$ cat config.mk
export PLATFORM = sky130hd
export DESIGN_NAME = mfe_encoder
export DESIGN_NICKNAME = d
export VERILOG_FILES = /design/src/rtl/mfe_pkg.sv /design/src/rtl/mfe_half_timer.sv /design/src/rtl/mfe_sequencer.sv /design/src/rtl/mfe_line_coder.sv /design/src/rtl/mfe_encoder.sv
export SDC_FILE = /design/constraint.sdc
export NUM_CORES = 1
export LEC_CHECK = 0
export CAP_MARGIN = 20
export CORE_MARGIN = 10
export CORE_UTILIZATION = 52
export DETAILED_ROUTE_END_ITERATION = 16
export PLACE_DENSITY_LB_ADDON = 0.12
export SLEW_MARGIN = 20
export SYNTH_ARGS = -nofsm -noshare
export SYNTH_HDL_FRONTEND = slang
export SYNTH_HIERARCHICAL = 1
export SYNTH_SLANG_ARGS = --single-unit
$ cat constraint.sdc
create_clock -name clk_i -period 4.6 [get_ports clk_i]
set_clock_uncertainty 0.05 [all_clocks]
set_input_delay 0.46 -clock clk_i [delete_from_list [all_inputs] [get_ports clk_i]]
set_output_delay 0.46 -clock clk_i [all_outputs]
set_load 0.01 [all_outputs]
$ cat src/rtl/mfe_pkg.sv
package mfe_pkg;
  typedef enum logic [1:0] {
    FLD_IDLE  = 2'd0,
    FLD_START = 2'd1,
    FLD_DATA  = 2'd2,
    FLD_STOP  = 2'd3
  } field_e;

  localparam logic [1:0] SM_PLAIN  = 2'd0;
  localparam logic [1:0] SM_CODED  = 2'd1;
  localparam logic [1:0] SM_INVERT = 2'd2;
endpackage

$ cat src/rtl/mfe_half_timer.sv
module mfe_half_timer #(
  parameter int DIV_W = 8
) (
  input  logic             clk_i,
  input  logic             rst_ni,
  input  logic             clear_i,
  input  logic             run_i,
  input  logic [DIV_W-1:0] div_i,
  output logic             half_end_o
);
  logic [DIV_W-1:0] cnt_q;

  assign half_end_o = run_i && (cnt_q == div_i);

  always_ff @(posedge clk_i or negedge rst_ni) begin
    if (!rst_ni)                  cnt_q <= '0;
    else if (clear_i || !run_i)   cnt_q <= '0;
    else if (half_end_o)          cnt_q <= '0;
    else                          cnt_q <= cnt_q + 1'b1;
  end

  AST_CNT_BOUND: assert property (@(posedge clk_i) disable iff (!rst_ni)
    run_i |-> (cnt_q <= div_i));
endmodule

$ cat src/rtl/mfe_sequencer.sv
module mfe_sequencer
  import mfe_pkg::*;
#(
  parameter int DATA_W = 256,
  parameter int DIV_W  = 8,
  localparam int LEN_W = $clog2(DATA_W)
) (
  input  logic              clk_i,
  input  logic              rst_ni,
  input  logic              accept_i,
  input  logic              half_end_i,
  input  logic [DATA_W-1:0] data_i,
  input  logic [LEN_W-1:0]  len_i,
  input  logic [DIV_W-1:0]  div_i,
  input  logic              conv_i,
  input  logic [1:0]        start_mode_i,
  input  logic              msb_first_i,
  input  logic [1:0]        stop_i,
  output field_e            field_o,
  output logic              half_o,
  output logic              bit_o,
  output logic              conv_o,
  output logic [1:0]        start_mode_o,
  output logic [DIV_W-1:0]  div_o,
  output logic              done_o
);
  field_e            field_q;
  logic              half_q;
  logic [LEN_W-1:0]  idx_q;
  logic              stop_cnt_q;
  logic              done_q;
  logic [DATA_W-1:0] data_q;
  logic [LEN_W-1:0]  len_q;
  logic [DIV_W-1:0]  div_q;
  logic              conv_q;
  logic [1:0]        smode_q;
  logic              msb_q;
  logic [1:0]        stop_q;

  logic [LEN_W-1:0]  sel;
  logic              last_bit;
  logic              last_stop;

  assign sel       = msb_q ? (len_q - idx_q) : idx_q;
  assign last_bit  = (idx_q == len_q);
  assign last_stop = (stop_q == 2'd1) || stop_cnt_q;

  always_ff @(posedge clk_i or negedge rst_ni) begin
    if (!rst_ni) begin
      field_q    <= FLD_IDLE;
      half_q     <= 1'b0;
      idx_q      <= '0;
      stop_cnt_q <= 1'b0;
      done_q     <= 1'b0;
    end else begin
      done_q <= 1'b0;
      if (accept_i) begin
        field_q    <= FLD_START;
        half_q     <= 1'b0;
        idx_q      <= '0;
        stop_cnt_q <= 1'b0;
      end else if (half_end_i) begin
        if (!half_q) begin
          half_q <= 1'b1;
        end else begin
          half_q <= 1'b0;
          unique case (field_q)
            FLD_START: begin
              field_q <= FLD_DATA;
              idx_q   <= '0;
            end
            FLD_DATA: begin
              if (!last_bit) begin
                idx_q <= idx_q + 1'b1;
              end else if (stop_q == 2'd0) begin
                field_q <= FLD_IDLE;
                done_q  <= 1'b1;
              end else begin
                field_q    <= FLD_STOP;
                stop_cnt_q <= 1'b0;
              end
            end
            FLD_STOP: begin
              if (last_stop) begin
                field_q <= FLD_IDLE;
                done_q  <= 1'b1;
              end else begin
                stop_cnt_q <= 1'b1;
              end
            end
            default: field_q <= FLD_IDLE;
          endcase
        end
      end
    end
  end

  // Frame configuration is captured once per frame
  always_ff @(posedge clk_i or negedge rst_ni) begin
    if (!rst_ni) begin
      data_q  <= '0;
      len_q   <= '0;
      div_q   <= '0;
      conv_q  <= 1'b0;
      smode_q <= SM_PLAIN;
      msb_q   <= 1'b0;
      stop_q  <= 2'd0;
    end else if (accept_i) begin
      data_q  <= data_i;
      len_q   <= len_i;
      div_q   <= div_i;
      conv_q  <= conv_i;
      smode_q <= start_mode_i;
      msb_q   <= msb_first_i;
      stop_q  <= stop_i;
    end
  end

  assign field_o      = field_q;
  assign half_o       = half_q;
  assign bit_o        = data_q[sel];
  assign conv_o       = conv_q;
  assign start_mode_o = smode_q;
  assign div_o        = div_q;
  assign done_o       = done_q;

  AST_DONE_SINGLE: assert property (@(posedge clk_i) disable iff (!rst_ni)
    done_q |=> !done_q);
  AST_CFG_HOLD: assert property (@(posedge clk_i) disable iff (!rst_ni)
    ((field_q != FLD_IDLE) && ($past(field_q) != FLD_IDLE))
      |-> ($stable(len_q) && $stable(data_q) && $stable(div_q)));
endmodule

$ cat src/rtl/mfe_line_coder.sv
module mfe_line_coder
  import mfe_pkg::*;
(
  input  field_e     field_i,
  input  logic       half_i,
  input  logic       bit_i,
  input  logic       conv_i,
  input  logic [1:0] start_mode_i,
  output logic       level_o
);
  logic start_bit;

  assign start_bit = (start_mode_i == SM_INVERT);

  always_comb begin
    unique case (field_i)
      FLD_START: level_o = (start_mode_i == SM_PLAIN) ? 1'b0
                                                      : (start_bit ^ half_i ^ conv_i);
      FLD_DATA:  level_o = bit_i ^ half_i ^ conv_i;
      default:   level_o = 1'b1;
    endcase
  end
endmodule

$ cat src/rtl/mfe_encoder.sv
module mfe_encoder
  import mfe_pkg::*;
#(
  parameter int DATA_W = 256,
  parameter int DIV_W  = 8,
  localparam int LEN_W = $clog2(DATA_W)
) (
  input  logic              clk_i,
  input  logic              rst_ni,
  input  logic              valid_i,
  output logic              ready_o,
  input  logic [DATA_W-1:0] data_i,
  input  logic [LEN_W-1:0]  len_i,
  input  logic [DIV_W-1:0]  div_i,
  input  logic              conv_i,
  input  logic [1:0]        start_mode_i,
  input  logic              msb_first_i,
  input  logic [1:0]        stop_i,
  output logic              line_o,
  output logic              busy_o,
  output logic              done_o
);
  field_e           field;
  logic             half;
  logic             cur_bit;
  logic             conv_l;
  logic [1:0]       smode_l;
  logic [DIV_W-1:0] div_l;
  logic             half_end;
  logic             accept;

  assign busy_o  = (field != FLD_IDLE);
  assign ready_o = !busy_o;
  assign accept  = valid_i && ready_o;

  mfe_half_timer #(.DIV_W(DIV_W)) u_timer (
    .clk_i      (clk_i),
    .rst_ni     (rst_ni),
    .clear_i    (accept),
    .run_i      (busy_o),
    .div_i      (div_l),
    .half_end_o (half_end)
  );

  mfe_sequencer #(.DATA_W(DATA_W), .DIV_W(DIV_W)) u_seq (
    .clk_i        (clk_i),
    .rst_ni       (rst_ni),
    .accept_i     (accept),
    .half_end_i   (half_end),
    .data_i       (data_i),
    .len_i        (len_i),
    .div_i        (div_i),
    .conv_i       (conv_i),
    .start_mode_i (start_mode_i),
    .msb_first_i  (msb_first_i),
    .stop_i       (stop_i),
    .field_o      (field),
    .half_o       (half),
    .bit_o        (cur_bit),
    .conv_o       (conv_l),
    .start_mode_o (smode_l),
    .div_o        (div_l),
    .done_o       (done_o)
  );

  mfe_line_coder u_coder (
    .field_i      (field),
    .half_i       (half),
    .bit_i        (cur_bit),
    .conv_i       (conv_l),
    .start_mode_i (smode_l),
    .level_o      (line_o)
  );

  AST_MID_TOGGLE: assert property (@(posedge clk_i) disable iff (!rst_ni)
    ((field == FLD_DATA) && !half && half_end) |=> (line_o != $past(line_o)));
  AST_DONE_IDLE: assert property (@(posedge clk_i) disable iff (!rst_ni)
    done_o |-> (!busy_o && line_o && $past(busy_o)));
  AST_STOP_HIGH: assert property (@(posedge clk_i) disable iff (!rst_ni)
    (field == FLD_STOP) |-> line_o);
endmodule

==> results.txt, run 1 <==
The flow ran to the end, but the final reports show violations. The final reports fail on setup timing. After detailed routing, the number of remaining DRC violations is 0. For this run, the total global-route usage over all layers was measured as 22.6%. The post-synthesis average cell area was 12.7 sq um; the first-pass GRT wire length was 63.6 mm. The worst hold margin was 0.451 ns; the proportion of register bits with asynchronous set or reset after synthesis was 100%. Total of endpoints with negative setup slack in the final report: 1. The origin of the worst min-delay path was u_seq/data_q[28]. For the fraction of the yosys area taken by sequential cells, the log shows 51.9%. The logs give 0 for the count of final max-slew check failures and 4.16 ns for the data arrival time of the worst path. The worst setup path is launched from a flip-flop. Initial antenna violation count: 5. The worst path in the final design needs a cycle of 4.67 ns, including I/O delays and setup. After synthesis the netlist holds a flip-flop and latch count of 299.

The H-tree was split into 2 levels. The total CTS buffers was 34; the synthesized netlist net count was 1,435. Combinational cells account for 50.3% of the total power.

TritonCTS built the clock tree. The tree is rooted in a sky130_fd_sc_hd__clkbuf_16. The floorplan has 60 rows. Detailed-routing iteration count for the pre-antenna-repair pass: 6. Top flip-flop cell by instance count after synthesis: sky130_fd_sc_hd__dfrtp_1. For this run, the number of standard cells in the final layout without fillers is 1,860. The number of global-route vias before repair was 11,300; the fraction of layout instances using a drive strength above 1 was 31.3%.

STA classifies the critical path endpoint as an output pin. Internal power comes to 9.54 mW. The first routing iteration left 825 violations. IR analysis of the VDD net gives a maximum drop of 0.420 mV.

The tool flagged a number of max-cap violations equal to 0. The tools report the half-perimeter wire length of the detailed placement result as 29.1 mm. For this design the static power due to leakage is 7.98 nW. The height of the chip works out to 187 microns.

After clock tree synthesis, the clock-pin slew on the worst setup and hold paths is 0.06 ns. Net switching is 35.9% of the power. The run gives 0 as the number of hold violations in the final report. For the number of sinks handled by clock tree synthesis, the log shows 299.

The post-route clock period utilization is 101%, and the net switching power is 5.35 mW. The transition at the pin with the smallest max-transition slack came out at 1.07 ns. The count of buffers added on input and output ports is 284. The region available for standard cell placement spans 27,100 sq um.

The final setup slack of the worst path was -0.0657 ns; the critical path required time was 4.09 ns. Area of the die: 34,800 sq um. The number of vias per cell after detailed routing was 5.67; the share of power burned in registers was 31.4%. Counting tap cells, the placed design contains a total of 1,775 instances. The logs give 0 for the number of nets with antenna violations after routing and 3 for the maximum root-to-sink buffer count.

The number of different library cells used by synthesis comes to 69. The tools report the routability congestion estimate as 0.845. The worst setup path is of the flip-flop to output pin kind. Dividing total power by cell area gives a power density of 767 nW/um^2.

The source of the worst register-to-register timing path is u_timer/cnt_q[0]. The number of enable flip-flop cells after synthesis was 0; the initial core utilization was 53.2%. The maximum net fanout on the critical path is 7, and the die extent in x is 187 microns.

Fill cells in the final layout number 1,961. Summed over all failing endpoints, the final setup total negative slack is -0.0657 ns. In this run the worst hold path is classified as flip-flop to flip-flop. For this run, the top clock speed supported by timing is 214 MHz. The run gives 40.6 mm as the total wirelength of the detailed-routed design. The post-synthesis instance area came out at 14,400 sq um. Setup repair after global routing could not meet its margin everywhere.

For the largest net degree at the start of global routing, the log shows 157. The detailed-route wire length per cell works out to 21.8 microns. The tools report the start point of the critical path as u_seq/idx_q[0].

The layout-stage area growth over the synthesis result came out at 34.6%. The logs give 0 for the global-route congestion overflow total and 285 for the top-level port count. For this run, the post-layout net count is 1,757. The remaining max-slew budget at the tightest pin is 28.5%, and the synthesized instance count is 1,138.

The routed via count was 10,500. Clock latency on the worst-skew pair, taken at its later pin, is 0.53 ns. The share of total power dissipated in the clock network is 18.3%. The count of synthesis-stage warnings from yosys is 6.
==> critical path, stage by stage, from the launching register on <==
cell,delay (ns)
sky130_fd_sc_hd__dfrtp_1,0.40
sky130_fd_sc_hd__ha_4,0.17
sky130_fd_sc_hd__fa_1,0.52
sky130_fd_sc_hd__nand2_2,0.06
sky130_fd_sc_hd__and2_4,0.22
sky130_fd_sc_hd__buf_12,0.16
sky130_fd_sc_hd__buf_12,0.12
sky130_fd_sc_hd__mux2i_1,0.11
sky130_fd_sc_hd__a221oi_1,0.29
sky130_fd_sc_hd__o2bb2ai_1,0.14
sky130_fd_sc_hd__mux2i_1,0.12
sky130_fd_sc_hd__o211ai_1,0.32
sky130_fd_sc_hd__o41ai_4,0.17
sky130_fd_sc_hd__a22oi_2,0.25
sky130_fd_sc_hd__xnor2_1,0.10
sky130_fd_sc_hd__a221o_1,0.34
sky130_fd_sc_hd__buf_6,0.13
==> cell families (layout without fill, tap and decap cells) <==
family	Yosys count	count (layout)	share of synthesized area [%]
flip-flops	299	299	51.9
AND/OR/NAND/NOR	242	242	7.97
multiplexers	337	337	27.5
other	0	3	0
adder cells (fa/ha/maj)	16	16	1.44
XOR/XNOR	18	18	1.15
AO/OA/AOI/OAI	134	134	6.88
buffers and inverters	92	439	3.12
==> path summary, 6_finish.rpt <==
path / cells past startpoint / slack [ns] / to
max in group asynchronous: 3 / 2.83 / u_seq/data_q[184]
worst min register to register: 1 / 0.45 / u_seq/data_q[28]
worst min-delay path: 1 / 0.45 / u_seq/data_q[28]
worst max register to register: 8 / 1.73 / u_seq/idx_q[0]
min in group asynchronous: 2 / 0.50 / u_seq/data_q[120]
worst max-delay path: 16 / -0.07 / line_o
==> stage by stage <==
step / util, % / setup slack (ns) / instance area, sq um / total power, mW
floorplan: - / 0.902 / 14400 / 9.29
global placement: 66.2 / 0.0140 / 17900 / 11.5
detailed placement: 66.2 / -0.0214 / 17900 / 11.6
CTS: 71.5 / -0.0332 / 19400 / 14.9
global route: 71.6 / -0.241 / 19400 / 15.8
finish: 71.6 / -0.0657 / 19400 / 14.9
==> registers in the layout, summed over array words and instances, names as in the netlist <==
| name | flops |
|---|---|
| u_seq/start_mode_o | 2 |
| u_seq/field_o | 2 |
| u_seq/done_o | 1 |
| u_seq/stop_q | 2 |
| u_seq/stop_cnt_q | 1 |
| u_seq/msb_q | 1 |
| u_timer/cnt_q | 8 |
| u_seq/data_q | 256 |
| u_seq/conv_o | 1 |
| u_seq/len_q | 8 |
| u_seq/idx_q | 8 |
| u_seq/half_o | 1 |
| u_seq/div_o | 8 |
==> power by group through the flow <==
stage / Sequential (mW) / Combinational [mW] / Clock, mW
after detailed placement: 4.70 / 6.89 / 0
after global placement: 4.67 / 6.79 / 0
after CTS: 4.68 / 7.41 / 2.77
after global routing: 4.84 / 8.04 / 2.88
after floorplan: 4.41 / 4.88 / 0
final: 4.68 / 7.49 / 2.72
==> synthesized netlist by cell type, drive strengths merged (3+ instances only) <==
cell type / n / area (sq um)
a31oi: 17 / 106
dfrtp: 299 / 7480
nor3: 8 / 40.0
inv: 18 / 67.6
and3: 11 / 68.8
a221oi: 4 / 41.3
a32o: 4 / 40.0
or3: 5 / 31.3
mux4: 20 / 450
mux2: 279 / 3140
a21oi: 13 / 65.1
xor2: 12 / 113
o21ai: 22 / 110
nor2: 25 / 98.8
nand2: 129 / 487
nor2b: 6 / 37.5
nand4: 7 / 43.8
o31ai: 4 / 30.0
or2: 4 / 25.0
nand2b: 6 / 37.5
a31o: 3 / 26.3
clkbuf: 41 / 154
mux2i: 38 / 380
nor4: 4 / 55.1
ha: 15 / 188
a22oi: 4 / 30.0
a32oi: 26 / 228
xnor2: 6 / 52.6
a211oi: 15 / 118
buf: 33 / 229
o211ai: 3 / 22.5
and2: 4 / 27.5
nand3: 27 / 135
==> placed cells by master (no fill, tap or decap), drive strengths merged, types with 3 or more instances in the layout <==
master	instances
a31oi	17
clkbuf	51
clkdlybuf4s50	282
a21oi	13
and3	11
mux4	20
diode	3
a211oi	15
or2	4
mux2i	38
a22oi	4
a32oi	26
nand2	129
xor2	12
xnor2	6
nand2b	6
a31o	3
o31ai	4
ha	15
buf	76
clkinv	6
inv	20
nor3	8
or3	5
a221oi	4
a32o	4
nor4	4
mux2	279
o21ai	22
nor2b	6
nand3	27
o211ai	3
nor2	25
nand4	7
and2	4
dfrtp	299
==> layer usage <==
metal	vias up	global-route usage (%)	wire length, microns
li1	4812	-	-
met1	5303	29.3	17100
met2	369	36.9	19700
met3	54	5.96	3060
met4	2	6.02	795
met5	-	0	18
==> layout make-up <==
cell class              count  area, sq um  share of cell area, %
clock inverters            10          119                  0.613
flip-flops and latches    299         7480                   38.6
repair buffers            360         3660                   18.9
diodes                      3         7.51                 0.0387
multi-input cells         747         6590                   34.0
inverters                  18         67.6                  0.348
clock buffers              51         1010                   5.23
well taps                 372          465                   2.40
==> timing repair <==
item,in CTS,in global routing
buffers inserted,17,1
hold buffers,1,0
gates resized for setup,29,4
setup endpoints to repair,1,1
pin swaps,11,2
hold endpoints to repair,69,0
cloned,3,0
(Power assumes the default switching activity.)
==> inputs of run 2 (changes only) <==
Settings changed: CORE_UTILIZATION 52 to 56.
Clock period 4.6 ns to 5.8 ns, I/O delays scaled along.
==> run 2 against run 1 <==
Net effect:
- the flow now finishes without violations
- combinational power shrank 31%
- final area shrank 4.0%
- setup slack better by 0.26 ns
- via count decreased by 2.5%
- die area down 6.4%
- first-iteration DRC count is 7.4% higher
- sequential power down 20%
- core utilization grew 2.2 points
- highest routed layer unchanged
==> results.txt, run 2 (same netlist as run 1, synthesis figures left out) <==
Number of cell rows: 58 (-3.3%). Worst setup path category: flip-flop to output pin. The cell count of the worst reg-to-reg path works out to 8 (unchanged). The power density of the placed cells was 581 nW/um^2 (-24%); the count of final max-slew check failures was 0 (unchanged). The sum of internal, switching and leakage power was 10.8 mW (-27%); the count of fill cells added during filler insertion was 1,789 (-8.8%).

The number of nets with antenna violations after routing was 0 (unchanged); the internal power contribution was 6.87 mW (-28%). The type of element launching the critical path was a flip-flop. The part of the total power dissipated in the clock network came out at 18.1% (-0.2 points). Setup repair after global routing left no endpoint under its margin. The global-route congestion overflow total was 0 (unchanged); the total CTS buffers was 31 (-8.8%). STA classifies the critical path endpoint as an output pin.

Relative contribution of combinational cells to total power: 47.4% (-2.9 points). DRC violations left: 0 (unchanged). The placed instance area came out at 17,500 sq um (-2.3%).

TritonCTS built the clock tree. The run gives 4.98 ns (+0.82 ns) as the data arrival time of the worst path. The run gives 0.907 (+7.4%) as the routability congestion estimate. Clock transition at the register clock pins on the worst setup and hold paths after CTS: 0.06 ns (about the same). For the routed via count, the log shows 10,300 (-2.5%). The number of vias per cell after detailed routing works out to 5.82 (+2.8%). The tools report the initial core utilization as 57.1% (+3.9 points). The logs give 0 ns (+0.0657 ns) for the total negative slack for setup checks and 174 (+11%) for the largest net degree at the start of global routing. The tools report the global-route track usage on met2 as 38.1% (+1.2 points). The logs give 5.17 ns (+1.08 ns) for the critical path required time and 5 (-1) for the detailed-routing iteration count for the pre-antenna-repair pass.

The tools report the net switching power as 3.96 mW (-26%). The detailed-route wire length per cell works out to 22.1 microns (+1.4%). Total wirelength of the detailed-routed design: 39.1 mm (-3.8%). The initial antenna violation count was 5 (unchanged); the number of H-tree levels was 1 (-1).

The number of buffers added on ports is 284 (unchanged), and the number of cells in the finished layout apart from fillers is 1,765 (-5.1%). The run gives 23.1% (+0.45 points) as the overall global routing resource usage. Number of global-route vias before repair: 11,000 (-2.4%). The maximum net fanout on the critical path is 49 (+42). The final setup slack of the worst path is 0.193 ns (+0.258 ns).

The logs give 0 (unchanged) for the max-capacitance violation count and 34.5% (+3.1 points) for the share of power burned in registers. The net count reported at finish came out at 1,705 (-3.0%). Compared with the post-synthesis result, the final layout area differs by 29.3%. The maximum root-to-sink buffer count was 3 (unchanged); the met3 layer usage reported by global route was 5.54% (-0.42 points).

The transition at the pin with the smallest max-transition slack was 0.983 ns (-0.0892 ns); the post-place setup slack was 0.687 ns (+0.709 ns). The number of flip-flops under the largest register name works out to 256 (unchanged). Remaining max-slew budget at the tightest pin: 34.4% (+5.9 points).

The register bank with the most flops is u_seq/data_q. The cell sitting at the root of the clock tree is a sky130_fd_sc_hd__clkbuf_16. Subtracting the final worst setup slack from the clock period gives 5.61 ns. Most frequent standard cell in the layout excluding fill and tap cells: sky130_fd_sc_hd__dfrtp_1. The tools report the post-route cell area as 18,600 sq um (-4.0%).

The min-delay analysis places its worst path in the category primary input to asynchronous set/reset pin. The worst path uses 96.7% of the clock period. The peak supply drop is 0.500 mV (+19%). For the number of placed cells counting well taps, the log shows 1,698 (-4.3%).

The fraction of layout instances using a drive strength above 1 was 27.8% (-3.5 points). The area of the die is 32,600 sq um (-6.4%). The run gives 28.3 mm (-2.9%) as the half-perimeter wire length of the detailed placement result. Leaving out fill and tap cells, the most frequent cells in the layout are 299 x sky130_fd_sc_hd__dfrtp_1, 283 x sky130_fd_sc_hd__clkdlybuf4s50_1, 278 x sky130_fd_sc_hd__mux2_2. The first-pass GRT wire length is 61.1 mm (-3.9%).

Layer with the highest usage after global routing: met2. The run gives 299 (unchanged) as the number of sinks handled by clock tree synthesis. The clock latency of the later-clocked register in the worst-skew pair is 0.56 ns (+0.03 ns), and the static leakage is 7.61 nW (-4.7%). The top-level port count was 285 (unchanged); the total of endpoints with negative setup slack in the final report was 0 (-1). Fraction of met1 tracks used by global routing: 29.7% (+0.34 points).

The flow ran to the end, and the final reports show no timing, DRC or antenna violations. Based on the critical path, the design can be clocked at up to 178 MHz. Starting DRC count in detailed routing: 886 (+7.4%). The run gives 25,300 sq um (-6.8%) as the placeable core region. The number of hold violations in the final report was 0 (unchanged); the height of the chip was 180 microns (-3.2%). The switching share of power was 36.6% (+0.66 points); the die extent in x was 180 microns (-3.2%).
## run 2: changes by cell type in the layout (fill, tap and decap cells not counted), sizes merged
cell and change:
buf -49, bufbuf -1, bufinv -1, clkbuf -2
clkdlybuf4s50 +1, clkinv -1, clkinvlp +1, inv -1
## run 2: critical path, stage by stage, from the launching register on
cell                              delay (ns)
sky130_fd_sc_hd__dfrtp_1                0.46
sky130_fd_sc_hd__ha_1                   0.24
sky130_fd_sc_hd__fa_1                   0.44
sky130_fd_sc_hd__nand2_2                0.16
sky130_fd_sc_hd__and2_4                 0.40
sky130_fd_sc_hd__buf_12                 0.31
sky130_fd_sc_hd__mux4_2                 0.25
sky130_fd_sc_hd__nand2_1                0.05
sky130_fd_sc_hd__and3_1                 0.20
sky130_fd_sc_hd__a41oi_1                0.15
sky130_fd_sc_hd__o21ai_0                0.21
sky130_fd_sc_hd__o31a_1                 0.29
sky130_fd_sc_hd__a22oi_1                0.26
sky130_fd_sc_hd__xnor2_1                0.12
sky130_fd_sc_hd__a221o_1                0.35
sky130_fd_sc_hd__clkdlybuf4s50_1        0.49
## run 2: layout make-up
cell class | instances | area (sq um) | share of cell area [%]
sequential | 299 | 7480 | 40.1
multi-input combinational | 747 | 6520 | 35.0
clock inverter | 8 | 71.3 | 0.383
antenna | 3 | 7.51 | 0.0403
timing repair buffer | 311 | 3140 | 16.8
tap | 330 | 413 | 2.22
inverter | 18 | 67.6 | 0.362
clock buffer | 49 | 943 | 5.06
## run 2: routing by layer
metal / wire (microns) / up-vias / part of all wire [%]
li1: - / 4686 / -
met1: 16300 / 5159 / 42
met2: 19200 / 368 / 49
met3: 2580 / 62 / 6.6
met4: 932 / 2 / 2.4
met5: 13 / - / 0.033
## run 2: worst paths after layout
kind | startpoint | end | slack [ns]
min in group clk_i | u_seq/data_q[155] | u_seq/data_q[155] | 0.45
max | u_seq/idx_q[0] | line_o | 0.19
max in group asynchronous | rst_ni | u_seq/data_q[251] | 3.90
max reg2reg | u_timer/cnt_q[0] | u_seq/idx_q[7] | 2.99
min reg2reg | u_seq/data_q[155] | u_seq/data_q[155] | 0.45
min | rst_ni | u_seq/data_q[114] | 0.44
## run 2: repair_timing
| item | in CTS | in global routing |
|---|---|---|
| hold endpoints to repair | 0 | 39 |
| endpoints found under the setup margin | 0 | 1 |
| resized for setup | 0 | 3 |
| hold buffers | 0 | 1 |
| setup buffers | 0 | 5 |
## run 2: per-stage QoR
step	hold WS, ns	utilization (%)
2_1_floorplan	0.234	-
3_3_place_gp	0.435	69.4
3_5_place_dp	0.443	69.4
4_1_cts	0.145	73.4
5_1_grt	0.463	73.8
6_report	0.443	73.8
## run 2: power groups by stage
stage | sequential, mW | clock, mW | combinational [mW]
CTS | 3.74 | 2.00 | 5.06
detailed placement | 3.76 | 0 | 5.02
finish | 3.73 | 1.96 | 5.14
global route | 3.85 | 2.09 | 5.55
global placement | 3.73 | 0 | 4.93
floorplan | 3.50 | 0 | 3.87
==> inputs of run 3 (changes only) <==
Settings changed: PLACE_DENSITY from default to 0.86, PLACE_DENSITY_LB_ADDON 0.12 to default.
==> run 3 against run 2 <==
Net effect:
- via count is 1.5% higher
- clock power increased by 8%
- total power up 2.8%
- die area did not move
- hold slack better by 0.0093 ns
- largest power group unchanged
==> results.txt, run 3 (same netlist as run 1, synthesis figures left out) <==
For the fraction of met1 tracks used by global routing, the log shows 29.4% (-0.29 points). TritonCTS built the clock tree. For the sum of internal, switching and leakage power, the log shows 11.1 mW (+2.8%). The tools report the peak supply drop as 0.483 mV (-3.5%). The most frequent standard cell in the layout excluding fill and tap cells is sky130_fd_sc_hd__dfrtp_1. For the clock latency of the later-clocked register in the worst-skew pair, the log shows 0.58 ns (+0.02 ns).

Relative to the synthesized area, the layout overhead comes to 30.1%. Number of global-route vias before repair: 11,400 (+3.0%). For the critical path required time, the log shows 5.17 ns (about the same). The buffer and inverter count on the worst path was 2 (unchanged); the DRC violations left was 0 (unchanged). The tools report the number of sinks handled by clock tree synthesis as 299 (unchanged).

The placed instance area was 17,500 sq um (about the same). Area of the die: 32,600 sq um (unchanged). The run gives 906 (+2.3%) as the starting DRC count in detailed routing. The routed via count was 10,400 (+1.5%). The post-route clock period utilization came out at 97.3% (+0.59 points). Height of the chip: 180 microns (unchanged). The tools report the global-route congestion overflow total as 0 (unchanged). The power density of the placed cells works out to 594 nW/um^2 (+2.1%). Ranked by flip-flop count, first place goes to u_seq/data_q. The tools report the origin of the worst min-delay path as u_seq/data_q[198].

The tools report the overall global routing resource usage as 24.2% (+1.1 points). The fraction of layout instances using a drive strength above 1 came out at 28.4% (+0.59 points). The routability congestion estimate was 0.867 (-4.4%); the total of endpoints with negative setup slack in the final report was 0 (unchanged). The logs give 36.6% (+2.1 points) for the remaining max-slew budget at the tightest pin and 3 (unchanged) for the maximum root-to-sink buffer count. End point of the worst hold path: u_seq/data_q[198]. The run finished with clean final reports. The initial antenna violation count is 11 (+6), and the placeable core region is 25,300 sq um (unchanged).

The max-capacitance violation count came out at 0 (unchanged). Maximum net fanout on the critical path: 11 (-78%). For the detailed-routing iteration count for the pre-antenna-repair pass, the log shows 5 (unchanged).

For the largest net degree at the start of global routing, the log shows 163 (-6.3%). The run gives 5.01 ns (+0.03 ns) as the data arrival time of the worst path. The number of buffers added on ports is 284 (unchanged), and the total CTS buffers is 31 (unchanged). The run gives 1,771 (+0.34%) as the number of cells in the finished layout apart from fillers. The worst setup path is launched from a flip-flop. The net count reported at finish came out at 1,708 (+0.18%).

The number of placed cells counting well taps is 1,699 (+0.059%). For the met3 layer usage reported by global route, the log shows 7.43% (+1.9 points). The post-route cell area came out at 18,800 sq um (+0.64%).

The top-level port count came out at 285 (unchanged). The worst stage delay on the critical path works out to 0.49 ns (about the same). The clock transition at the register clock pins on the worst setup and hold paths after CTS is 0.07 ns (about the same), and the number of hold violations in the final report is 0 (unchanged). Walking the worst path, the cells encountered are ha_1 > fa_1 > xnor2_1 > mux2_2 > nor2_4 > buf_4 > nand3_1 > a32oi_1 > mux2_2 > nor4_1 > a211oi_1 > a22oi_2 > xnor2_1 > a221o_1 > clkdlybuf4s50_1.

The worst setup path category is flip-flop to output pin. Total wirelength of the detailed-routed design: 40.9 mm (+4.6%). On the critical path, the stage with the largest delay is an instance of sky130_fd_sc_hd__clkdlybuf4s50_1. The final critical path time including I/O delays and setup is 5.64 ns (+0.0344 ns).

The final design utilization is 74.3% (+0.47 points). The global-route track usage on met2 is 41.0% (+2.8 points). Cell depth of the worst min-delay path: 1.

After global routing, the most crowded layer is met2. The static leakage is 7.67 nW (+0.75%), and the number of flip-flops under the largest register name is 256 (unchanged). The die extent in x works out to 180 microns (unchanged). Class of the worst hold path: flip-flop to flip-flop. The initial core utilization came out at 57.1% (unchanged).

The count of final max-slew check failures was 0 (unchanged); the half-perimeter wire length of the detailed placement result was 29.4 mm (+4.0%). The number of H-tree levels came out at 1 (unchanged). Kind of capture point of the worst setup path: an output pin. The number of cell rows was 58 (unchanged). The tools report the reg-to-reg critical path endpoint as u_seq/idx_q[7]. The kind of cell adding the most delay to the critical path is compound AO/OA/AOI/OAI gates. The run gives 177 MHz (-0.61%) as the highest attainable clock frequency.

The tools report the setup slack of the most critical reg-to-reg path as 2.97 ns (-0.02 ns). The worst register-to-register path begins at u_timer/cnt_q[0]. The cell count of the worst reg-to-reg path was 8 (unchanged). The transition at the pin with the smallest max-transition slack came out at 0.951 ns (-0.0320 ns).

The logs give 63.6 mm (+4.0%) for the first-pass GRT wire length and 0 (unchanged) for the number of nets with antenna violations after routing. The most critical setup path has its startpoint at u_seq/idx_q[0]. The number of vias per cell after detailed routing came out at 5.89 (+1.2%).

Leaving out fill and tap cells, the most frequent cells in the layout are 299 x sky130_fd_sc_hd__dfrtp_1, 283 x sky130_fd_sc_hd__clkdlybuf4s50_1, 278 x sky130_fd_sc_hd__mux2_2. CTS placed an instance of sky130_fd_sc_hd__clkbuf_16 at the clock tree root. The detailed-route wire length per cell came out at 23.1 microns (+4.3%). The total negative slack for setup checks is 0 ns (unchanged).
-- run 3: changes by cell type in the layout (fill, tap and decap cells not counted), sizes merged --
cell    before  now
inv         19   20
clkinv       5    6
diode        3    7
bufinv       1    4
clkbuf      49   43
buf         27   28
and2         4    6
-- run 3: layout make-up --
cell class,instances,area (sq um)
diodes,7,17.5
clock buffers,43,901
clock inverters,13,190
fillers,1631,6500
inverters,18,67.6
multi-input cells,749,6560
flip-flops and latches,299,7480
well taps,330,413
repair buffers,312,3130
-- run 3: report_power, final --
group / switching [mW] / leakage, nW / internal [mW]
Sequential: 0.703 / 3.54 / 3.11
Combinational: 2.58 / 3.59 / 2.64
Clock: 0.847 / 0.539 / 1.26
-- run 3: repair_timing --
action,in CTS,in global routing
gates resized for setup,1,8
setup endpoints to repair,1,1
gates cloned,0,2
endpoints found under the hold margin,62,0
buffers inserted,0,6
hold buffers,1,0
-- run 3: routing by layer --
metal,wire [microns],part of all wire (%),vias to the layer above
met3,3570,8.7,78
met4,929,2.3,6
met5,38,0.093,-
met1,16100,39,5244
li1,-,-,4712
met2,20200,50,393
-- run 3: worst max path at each step --
stage / to / slack (ns) / cells past startpoint
after floorplan: line_o / 1.98 / 15
after global placement: line_o / 0.74 / 15
after detailed placement: line_o / 0.66 / 15
after CTS: line_o / 0.02 / 15
after global routing: line_o / -0.02 / 14
final: line_o / 0.16 / 15
-- run 3: metrics by stage --
| stage | hold WS, ns | setup slack [ns] |
|---|---|---|
| after floorplan | 0.234 | 1.98 |
| after global placement | 0.434 | 0.743 |
| after detailed placement | 0.439 | 0.664 |
| after CTS | 0.453 | 0.0247 |
| after global routing | 0.469 | -0.0187 |
| final | 0.452 | 0.158 |
